===== src/rtl/mdu_stall_ctrl.sv =====
module mdu_stall_ctrl #(
  parameter int LATENCY = 4,
  parameter int XLEN    = 32
) (
  input  logic            clk,
  input  logic            rst_n,
  input  logic [31:0]     instr,
  input  logic [XLEN-1:0] rs1_val,
  input  logic [XLEN-1:0] rs2_val,
  input  logic [XLEN-1:0] alu_result,
  input  logic            reg_write_in,
  output logic            mc_start,
  output logic [1:0]      mc_op,
  output logic            mul_div,
  output logic            mc_busy,
  output logic            pc_we,
  output logic            rf_we,
  output logic [XLEN-1:0] wb_data
);
  localparam int CW = $clog2(LATENCY + 1);
  localparam logic [CW-1:0] CNT_LOAD = CW'(LATENCY);
  localparam logic [CW-1:0] CNT_ONE  = CW'(1);

  logic [2:0]      f3;
  logic            is_m, uns, hi_sel, done;
  logic [CW-1:0]   cnt;
  logic [XLEN-1:0] res_lo, res_hi;

  assign f3      = instr[14:12];
  assign is_m    = (instr[6:0] == 7'b0110011) && (instr[31:25] == 7'b0000001);
  assign uns     = (f3 == 3'b011) || (f3 == 3'b101) || (f3 == 3'b111);
  assign mc_op   = {f3[2], uns};
  assign hi_sel  = !((f3 == 3'b000) || (f3 == 3'b100) || (f3 == 3'b101));
  assign mul_div = is_m;

  assign mc_start = is_m && (cnt == '0);
  assign done     = (cnt == CNT_ONE);
  assign mc_busy  = mc_start || (cnt > CNT_ONE);
  assign pc_we    = !mc_busy;
  assign rf_we    = is_m ? done : reg_write_in;
  assign wb_data  = !is_m ? alu_result : (hi_sel ? res_hi : res_lo);

  // Stub arithmetic unit: latches a tagged result, counts down the latency.
  always_ff @(posedge clk) begin
    if (!rst_n) begin
      cnt    <= '0;
      res_lo <= '0;
      res_hi <= '0;
    end else if (mc_start) begin
      cnt    <= CNT_LOAD;
      res_lo <= rs1_val + rs2_val + XLEN'(mc_op);
      res_hi <= rs1_val ^ rs2_val ^ {mc_op, {(XLEN-2){1'b0}}};
    end else if (cnt != '0) begin
      cnt <= cnt - CNT_ONE;
    end
  end

  p_start_once_r3: assert property (@(posedge clk) disable iff (!rst_n)
    mc_start |=> !mc_start);
  p_busy_after_start_r4: assert property (@(posedge clk) disable iff (!rst_n)
    mc_start |=> (mc_busy || rf_we));
  p_pc_hold_r4: assert property (@(posedge clk) disable iff (!rst_n)
    mc_busy |-> !pc_we);
  p_single_wb_r5: assert property (@(posedge clk) disable iff (!rst_n)
    (is_m && rf_we) |=> !(is_m && rf_we));
  p_wb_after_busy_r5: assert property (@(posedge clk) disable iff (!rst_n)
    (is_m && rf_we) |-> (!mc_busy && !mc_start));
  p_alu_path_r6: assert property (@(posedge clk) disable iff (!rst_n)
    !mul_div |-> (wb_data == alu_result));
  p_reset_idle_r9: assert property (@(posedge clk)
    $rose(rst_n) |-> !(mc_busy && !mc_start));
endmodule


===== config.mk =====
export PLATFORM = sky130hd
export DESIGN_NAME = mdu_stall_ctrl
export DESIGN_NICKNAME = d
export VERILOG_FILES = /design/src/rtl/mdu_stall_ctrl.sv
export SDC_FILE = /design/constraint.sdc
export NUM_CORES = 1
export LEC_CHECK = 0
export ABC_AREA = 1
export BUFFER_PORTS_ARGS = -buffer_cell sky130_fd_sc_hd__buf_4
export CORE_MARGIN = 2
export CORE_UTILIZATION = 55
export CTS_BUF_LIST = sky130_fd_sc_hd__clkbuf_8
export DETAILED_ROUTE_END_ITERATION = 16
export GPL_TIMING_DRIVEN = 1
export PLACE_DENSITY = 0.92
export SLEW_MARGIN = 25
export SYNTH_ARGS = -nofsm -noshare
export SYNTH_HDL_FRONTEND = slang
export SYNTH_SLANG_ARGS = --single-unit

===== constraint.sdc =====
create_clock -name clk -period 2.2 [get_ports clk]
set_input_delay 0 -clock clk [delete_from_list [all_inputs] [get_ports clk]]
set_output_delay 0 -clock clk [all_outputs]
set_load 0.005 [all_outputs]

==> results of run 1 <==
area by class of cell:
class / instances / area share
clock buffer: 9 / 0.01640
clock inverter: 7 / 0.01557
inverter: 170 / 0.08447
multi-input combinational: 707 / 0.5129
sequential: 67 / 0.1775
tap: 140 / 0.02319
timing repair buffer: 166 / 0.1699
where the power goes:
part	switching, µW	internal [µW]
clock	529	751
combinational	893	648
sequential	18.9	1240
how the worst max path moves through the flow:
stage / end / cells past startpoint / slack, ns / start
floorplan: res_lo[21] / 15 / 0.16 / instr[14]
global placement: res_lo[21] / 16 / -0.05 / instr[14]
detailed placement: res_lo[21] / 16 / -0.13 / instr[14]
CTS: res_lo[25] / 16 / 0.24 / instr[14]
global route: res_lo[21] / 16 / 0.08 / instr[14]
finish: res_lo[25] / 16 / 0.21 / instr[14]
synth_stat cells (all sizes together):
library cell	n
inv	168
a21oi	65
o211ai	1
nor3	4
and2	1
o21ai	118
clkbuf	18
xor2	7
nand3	52
a21o	4
xnor2	9
fa	3
nand2	293
clkinv	2
nor2	54
o21a	15
o21bai	5
ha	63
nand4	10
buf	17
dfxtp	67
or2	3
worst register-to-register path, delay by kind of cell (launching register included):
kind	cells	cell delay (ns)
DFF	1	0.31
and+or+nand+nor	4	0.61
buffers and inverters	4	0.64
adders and majority gates	1	0.16
cell families (layout without fill, tap and decap cells):
| family | count (synthesis) | in the layout | share of synthesized area |
|---|---|---|---|
| and+or+nand+nor | 417 | 417 | 0.2950 |
| buffers and inverters | 205 | 352 | 0.1334 |
| adders and majority gates | 66 | 66 | 0.1409 |
| DFF | 67 | 67 | 0.2228 |
| AOI/OAI and AO/OA | 208 | 208 | 0.1846 |
| xor gates and xnor gates | 16 | 16 | 0.02328 |
metal layers:
| layer | vias up | wire [µm] | share of wire | global-route usage |
|---|---|---|---|---|
| met5 | - | 0 | 0 | 0 |
| met4 | 0 | 388 | 0.022 | 0.08333 |
| met3 | 35 | 1884 | 0.11 | 0.07830 |
| met2 | 308 | 7974 | 0.46 | 0.5018 |
| met1 | 2991 | 7258 | 0.41 | 0.3806 |
| li1 | 3390 | - | - | - |
through the flow:
| stage | setup slack (ns) | TNS, ns | instance area, µm² | cells |
|---|---|---|---|---|
| 6_report | 0.2067 | 0 | 7555 | 1266 |
| 5_1_grt | 0.07768 | 0 | 7555 | 1266 |
| 4_1_cts | 0.2423 | 0 | 7555 | 1266 |
| 3_5_place_dp | -0.1283 | -0.5775 | 7313 | 1250 |
| 3_3_place_gp | -0.04972 | -0.08544 | 7313 | 1250 |
| 2_1_floorplan | 0.1641 | 0 | 6020 | 979 |
state kept, by name (all words and copies together), names as in the netlist:
signal	count
res_hi	32
res_lo	32
cnt	3
==> metrics, run 1 <==
die width 108.6 µm; number of buffer and inverter stages on the critical path 3; f_max 0.5017 GHz; top post-synthesis cells by area sky130_fd_sc_hd__dfxtp_1 (22%), sky130_fd_sc_hd__nand2_1 (18%), sky130_fd_sc_hd__ha_1 (13%), sky130_fd_sc_hd__inv_1 (9.7%), sky130_fd_sc_hd__o21ai_0 (9.5%); RSZ-0062 raised after global routing false; ANT nets after route 0; H-tree lvl count 3; most common library cell in the layout ignoring fill and taps sky130_fd_sc_hd__nand2_1; result of the run finished clean; Pins Over Slew Limit 0; mean number of vias per cell 5.311; via count of the routed design 6724; count of unresolved DRC violations after routing 0; leading area contributor after synthesis sky130_fd_sc_hd__dfxtp_1; iteration count of the initial detailed-routing pass 8; crit path max fanout 4; data required time at the worst endpoint 2.45 ns; tightest slew margin relative to the limit 0.6525; type of origin of the critical path input pin; TritonCTS buffer count 9; total I/O pin count 170; path type of the worst min-delay path input pin to flop; proportion of synthesized chip area in sequential cells 0.2228; leftover overflow at the end of global routing 0; Post-Syn Area 6020 µm²; layout overhead on the synthesized area 25.50%; PostCTS Resize Cnt 0; root buffer cell sky130_fd_sc_hd__clkbuf_8; critical path start-end classification input pin to flop; Worst-Margin Slew 0.5158 ns; most used cells in the layout excluding fill and tap cells sky130_fd_sc_hd__nand2_1 (283), sky130_fd_sc_hd__buf_4 (163), sky130_fd_sc_hd__inv_1 (157), sky130_fd_sc_hd__o21ai_0 (114), sky130_fd_sc_hd__dfxtp_1 (67); cell repeated most along the worst path sky130_fd_sc_hd__nand3_1; hold depth 4; final hold slack roughly 0.012 ns; final hold violations 0; max-capacitance violation count 0; cell-by-cell listing of the critical path buf_4 -> o21ai_0 -> fa_1 -> inv_1 -> ha_1 -> fa_1 -> nand3_1 -> nand3_1 -> nand2_1 -> nand2_2 -> nand3_1 -> nand3_1 -> nand2_1 -> nand3_1 -> nand2_1 -> inv_1; area enclosed by the die boundary 11800 µm²; std cell rows 38; post-route fraction of the period consumed by the critical path 0.9061; quantity of I/O buffers inserted on ports 154; die height 108.6 µm; count of unique library cells instantiated by Yosys 34; Leak 0.004196 µW; TritonCTS clock tree yes; RePlAce Congestion ~1; synthesized area per cell 6.149 µm²; Max Root-Sink Buffers 2; final setup vio count 0; aggregate global-route resource usage 0.2995; flop-to-flop setup slack between 0.3 and 0.4 ns; hold bufs inserted after CTS 0; estimated wirelength of the detail-placed design 13.93 mm; post-layout minimum cycle time about 2 ns; Total Wirelength 17.51 mm; footprint of the flip-flops and latches 1341 µm²; kind of capture point of the worst setup path flop; critical path's slowest cell sky130_fd_sc_hd__fa_1; initial DRC count approximately 520; antenna violations before repair 0; hold path endpoint res_hi[1]; buffer count from post-CTS setup fixing 0; per-cell routed wire length 13.83 µm; Layout Nets approximately 1300; maximum single-stage delay on the critical path 0.44 ns; effective utilization at floorplan 0.5602; overall power 4079 µW; first-pass GRT wire length 27.90 mm; fraction of layout cells with a size suffix above 1 0.1989; synthesized instance count 979; number of storage elements in the synthesis netlist 67; share of the synthesized area in the top cell type 0.2228; area of combinational cells with multiple inputs 3875 µm²; total power divided by cell area 539.9 nW/µm²; R2R depth 9; fraction of the core area covered by cells at the end of the flow 0.7031; arrival time of the worst setup path 2.24 ns; number of global-route vias before repair roughly 6100; Num Clock Sinks 67; core outline area 10750 µm²; clock latency on the worst-skew pair 0.36 ns; Fin Clk Skew 0.01063 ns; source of the worst hold timing path rs2_val[1]; maximum number of pins on one net before global-route repair 46; largest voltage drop on the vdd net 517.6 µV; capturing point of the worst reg2reg path res_lo[26]; cell family with most CP delay adder cells; total of warnings raised by yosys 0; fill cell count around 920; launch point of the worst reg-to-reg path cnt[1]; antenna cells 0; Clk pin slew, worst setup/hold paths 0.08 ns; syn_nets ~1200
No activity file was read; power rests on OpenSTA's default activity.
==> inputs of run 2 (changes only) <==
- CORE_ASPECT_RATIO: unset -> 1.2
==> metrics, run 2 (synthesized netlist as in run 1, its figures left out) <==
overall power 3992 µW (-2.1%); TritonCTS clock tree yes; area enclosed by the die boundary 11800 µm² (about the same); initial DRC count 663 (+27%); hold bufs inserted after CTS 1 (+1); RSZ-0062 raised after global routing false; data required time at the worst endpoint 2.20 ns (-0.25 ns); maximum number of pins on one net before global-route repair 67 (+46%); final hold violations 0 (unchanged); post-layout minimum cycle time 2.004 ns (+0.01036 ns); capturing point of the worst reg2reg path res_hi[18]; source of the worst hold timing path rs2_val[1]; mean number of vias per cell 5.384 (+1.4%); Layout Nets 1318 (unchanged); total net switching power 1460 µW (+1.4%); number of global-route vias before repair 6205 (+2.1%); Internal Dissipation 2532 µW (-4.0%); PostCTS Resize Cnt 0 (unchanged); f_max 0.4991 GHz (-0.52%); antenna cells 0 (unchanged); Num Clock Sinks 67 (unchanged); std cell rows 41 (+7.9%); root buffer cell sky130_fd_sc_hd__clkbuf_8; Clock Power Share 0.298 (-0.016); count of unresolved DRC violations after routing 0 (unchanged); type of origin of the critical path flop; Regs by FF count res_hi (32), res_lo (32), cnt (3); fraction of layout cells with a size suffix above 1 0.1989 (unchanged); arrival time of the worst setup path 2.00 ns (-0.24 ns); layout overhead on the synthesized area 24.84%; estimated wirelength of the detail-placed design 13.22 mm (-5.1%); iteration count of the initial detailed-routing pass 5 (-3); die height 118.6 µm (+9.2%); flop-to-flop setup slack 0.39 ns (about the same); TritonCTS buffer count 9 (unchanged); post-route fraction of the period consumed by the critical path 0.9108 (+0.004711); Worst-Margin Slew 0.6234 ns (+0.1076 ns); post-detailed-placement cell area 7279 µm² (-0.46%); most common library cell in the layout ignoring fill and taps sky130_fd_sc_hd__nand2_1; path type of the worst min-delay path input pin to flop; Sequential Power Share 0.315 (+0.006); R2R depth 8 (-1); via count of the routed design 6757 (+0.49%); Layout Cells excl Fill 1255 (-0.87%); tightest slew margin relative to the limit 0.5844 (-0.06812); Clk pin slew, worst setup/hold paths 0.08 ns (about the same); core outline area 10570 µm² (-1.7%); total power divided by cell area 531.3 nW/µm² (-1.6%); Pins Over Slew Limit 0 (unchanged); switching share of total power 0.3657 (+0.01258); aggregate global-route resource usage 0.2911 (-0.008461); buffer count from post-CTS setup fixing 0 (unchanged); total I/O pin count 170 (unchanged); per-cell routed wire length 13.76 µm (-0.49%); effective utilization at floorplan 0.5696 (+0.009419); ANT nets after route 0 (unchanged); result of the run finished clean; Max Root-Sink Buffers 2 (unchanged); Leak 0.004182 µW (-0.33%); cell count after placement 1238 (-0.96%); final setup vio count 0 (unchanged); fin area 7515 µm² (-0.53%); RePlAce Congestion 1.054 (+4.7%); crit path max fanout 12 (+8); timing startpoint of the critical path cnt[0]; hold depth 4 (unchanged); leftover overflow at the end of global routing 0 (unchanged); most used cells in the layout excluding fill and tap cells sky130_fd_sc_hd__nand2_1 (283), sky130_fd_sc_hd__buf_4 (163), sky130_fd_sc_hd__inv_1 (156), sky130_fd_sc_hd__o21ai_0 (114), sky130_fd_sc_hd__dfxtp_1 (67); largest voltage drop on the vdd net 313.1 µV (-40%); combinational share of power 0.387 (+0.009); H-tree lvl count 3 (unchanged); Fin Clk Skew 0.01031 ns (-0.0003204 ns); critical path start-end classification flop to output pin; max-capacitance violation count 0 (unchanged); Total Wirelength 17.27 mm (-1.4%); kind of capture point of the worst setup path output pin; die width 99.50 µm (-8.4%); clock latency on the worst-skew pair 0.37 ns (about the same); first-pass GRT wire length 28.08 mm (+0.62%); hold path endpoint res_hi[1]; launch point of the worst reg-to-reg path cnt[1]; quantity of I/O buffers inserted on ports 154 (unchanged); antenna violations before repair 0 (unchanged)
==> run 2: cell count changes in the layout (fill, tap and decap cells not counted) <==
cell,previous run,this run
sky130_fd_sc_hd__buf_12,3,2
sky130_fd_sc_hd__inv_1,157,156
sky130_fd_sc_hd__dlygate4sd3_1,0,1
sky130_fd_sc_hd__bufinv_16,3,2
sky130_fd_sc_hd__clkinv_4,1,2
sky130_fd_sc_hd__inv_6,0,1
==> run 2: area by class of cell <==
type / count / area, µm²
Sequential cell: 67 / 1341
Timing Repair Buffer: 166 / 1274
Clock inverter: 7 / 101.3
Inverter: 170 / 638.1
Fill cell: 890 / 3053
Tap cell: 129 / 161.4
Clock buffer: 9 / 123.9
Multi-Input combinational cell: 707 / 3875
==> run 2: worst max-delay path by stage <==
stage,slack (ns),cells after the start,end
after floorplan,0.16,15,res_lo[21]
after global placement,0.03,16,res_lo[21]
after detailed placement,-0.08,16,res_lo[21]
after CTS,0.21,8,pc_we
after global routing,0.02,16,res_lo[25]
final,0.20,8,pc_we
==> run 2: metrics by stage <==
step           hold WS, ns  setup slack, ns  TNS [ns]  utilization
2_1_floorplan      0.08082           0.1641         0            -
3_3_place_gp        0.2753          0.03066         0       0.6888
3_5_place_dp        0.2784         -0.07505   -0.1846       0.6888
4_1_cts          0.0008910           0.2114         0       0.7111
5_1_grt            0.03251          0.01760         0       0.7111
6_report          0.008312           0.1963         0       0.7111
==> run 2: power by group through the flow <==
stage                     combinational [µW]  sequential (µW)  clock, µW
final                                   1540             1260       1190
after global routing                    1730             1260       1240
after CTS                               1520             1260       1190
after detailed placement                1510             1290          0
after global placement                  1470             1290          0
after floorplan                          980             1280          0
==> run 2: worst max-delay path, stage by stage, from the launching register on <==
cell	delay [ns]
sky130_fd_sc_hd__dfxtp_1	0.36
sky130_fd_sc_hd__inv_1	0.08
sky130_fd_sc_hd__ha_1	0.19
sky130_fd_sc_hd__nand2_1	0.15
sky130_fd_sc_hd__inv_2	0.10
sky130_fd_sc_hd__nand2_1	0.38
sky130_fd_sc_hd__nand3_1	0.19
sky130_fd_sc_hd__inv_1	0.09
sky130_fd_sc_hd__buf_4	0.10
==> run 2: routing by layer <==
layer | GRT usage | vias up | part of all wire
met3 | 0.04613 | 36 | 0.085
met4 | 0.08647 | 0 | 0.024
met2 | 0.4941 | 330 | 0.48
met5 | 0 | - | 0
li1 | - | 3381 | -
met1 | 0.3778 | 3010 | 0.42
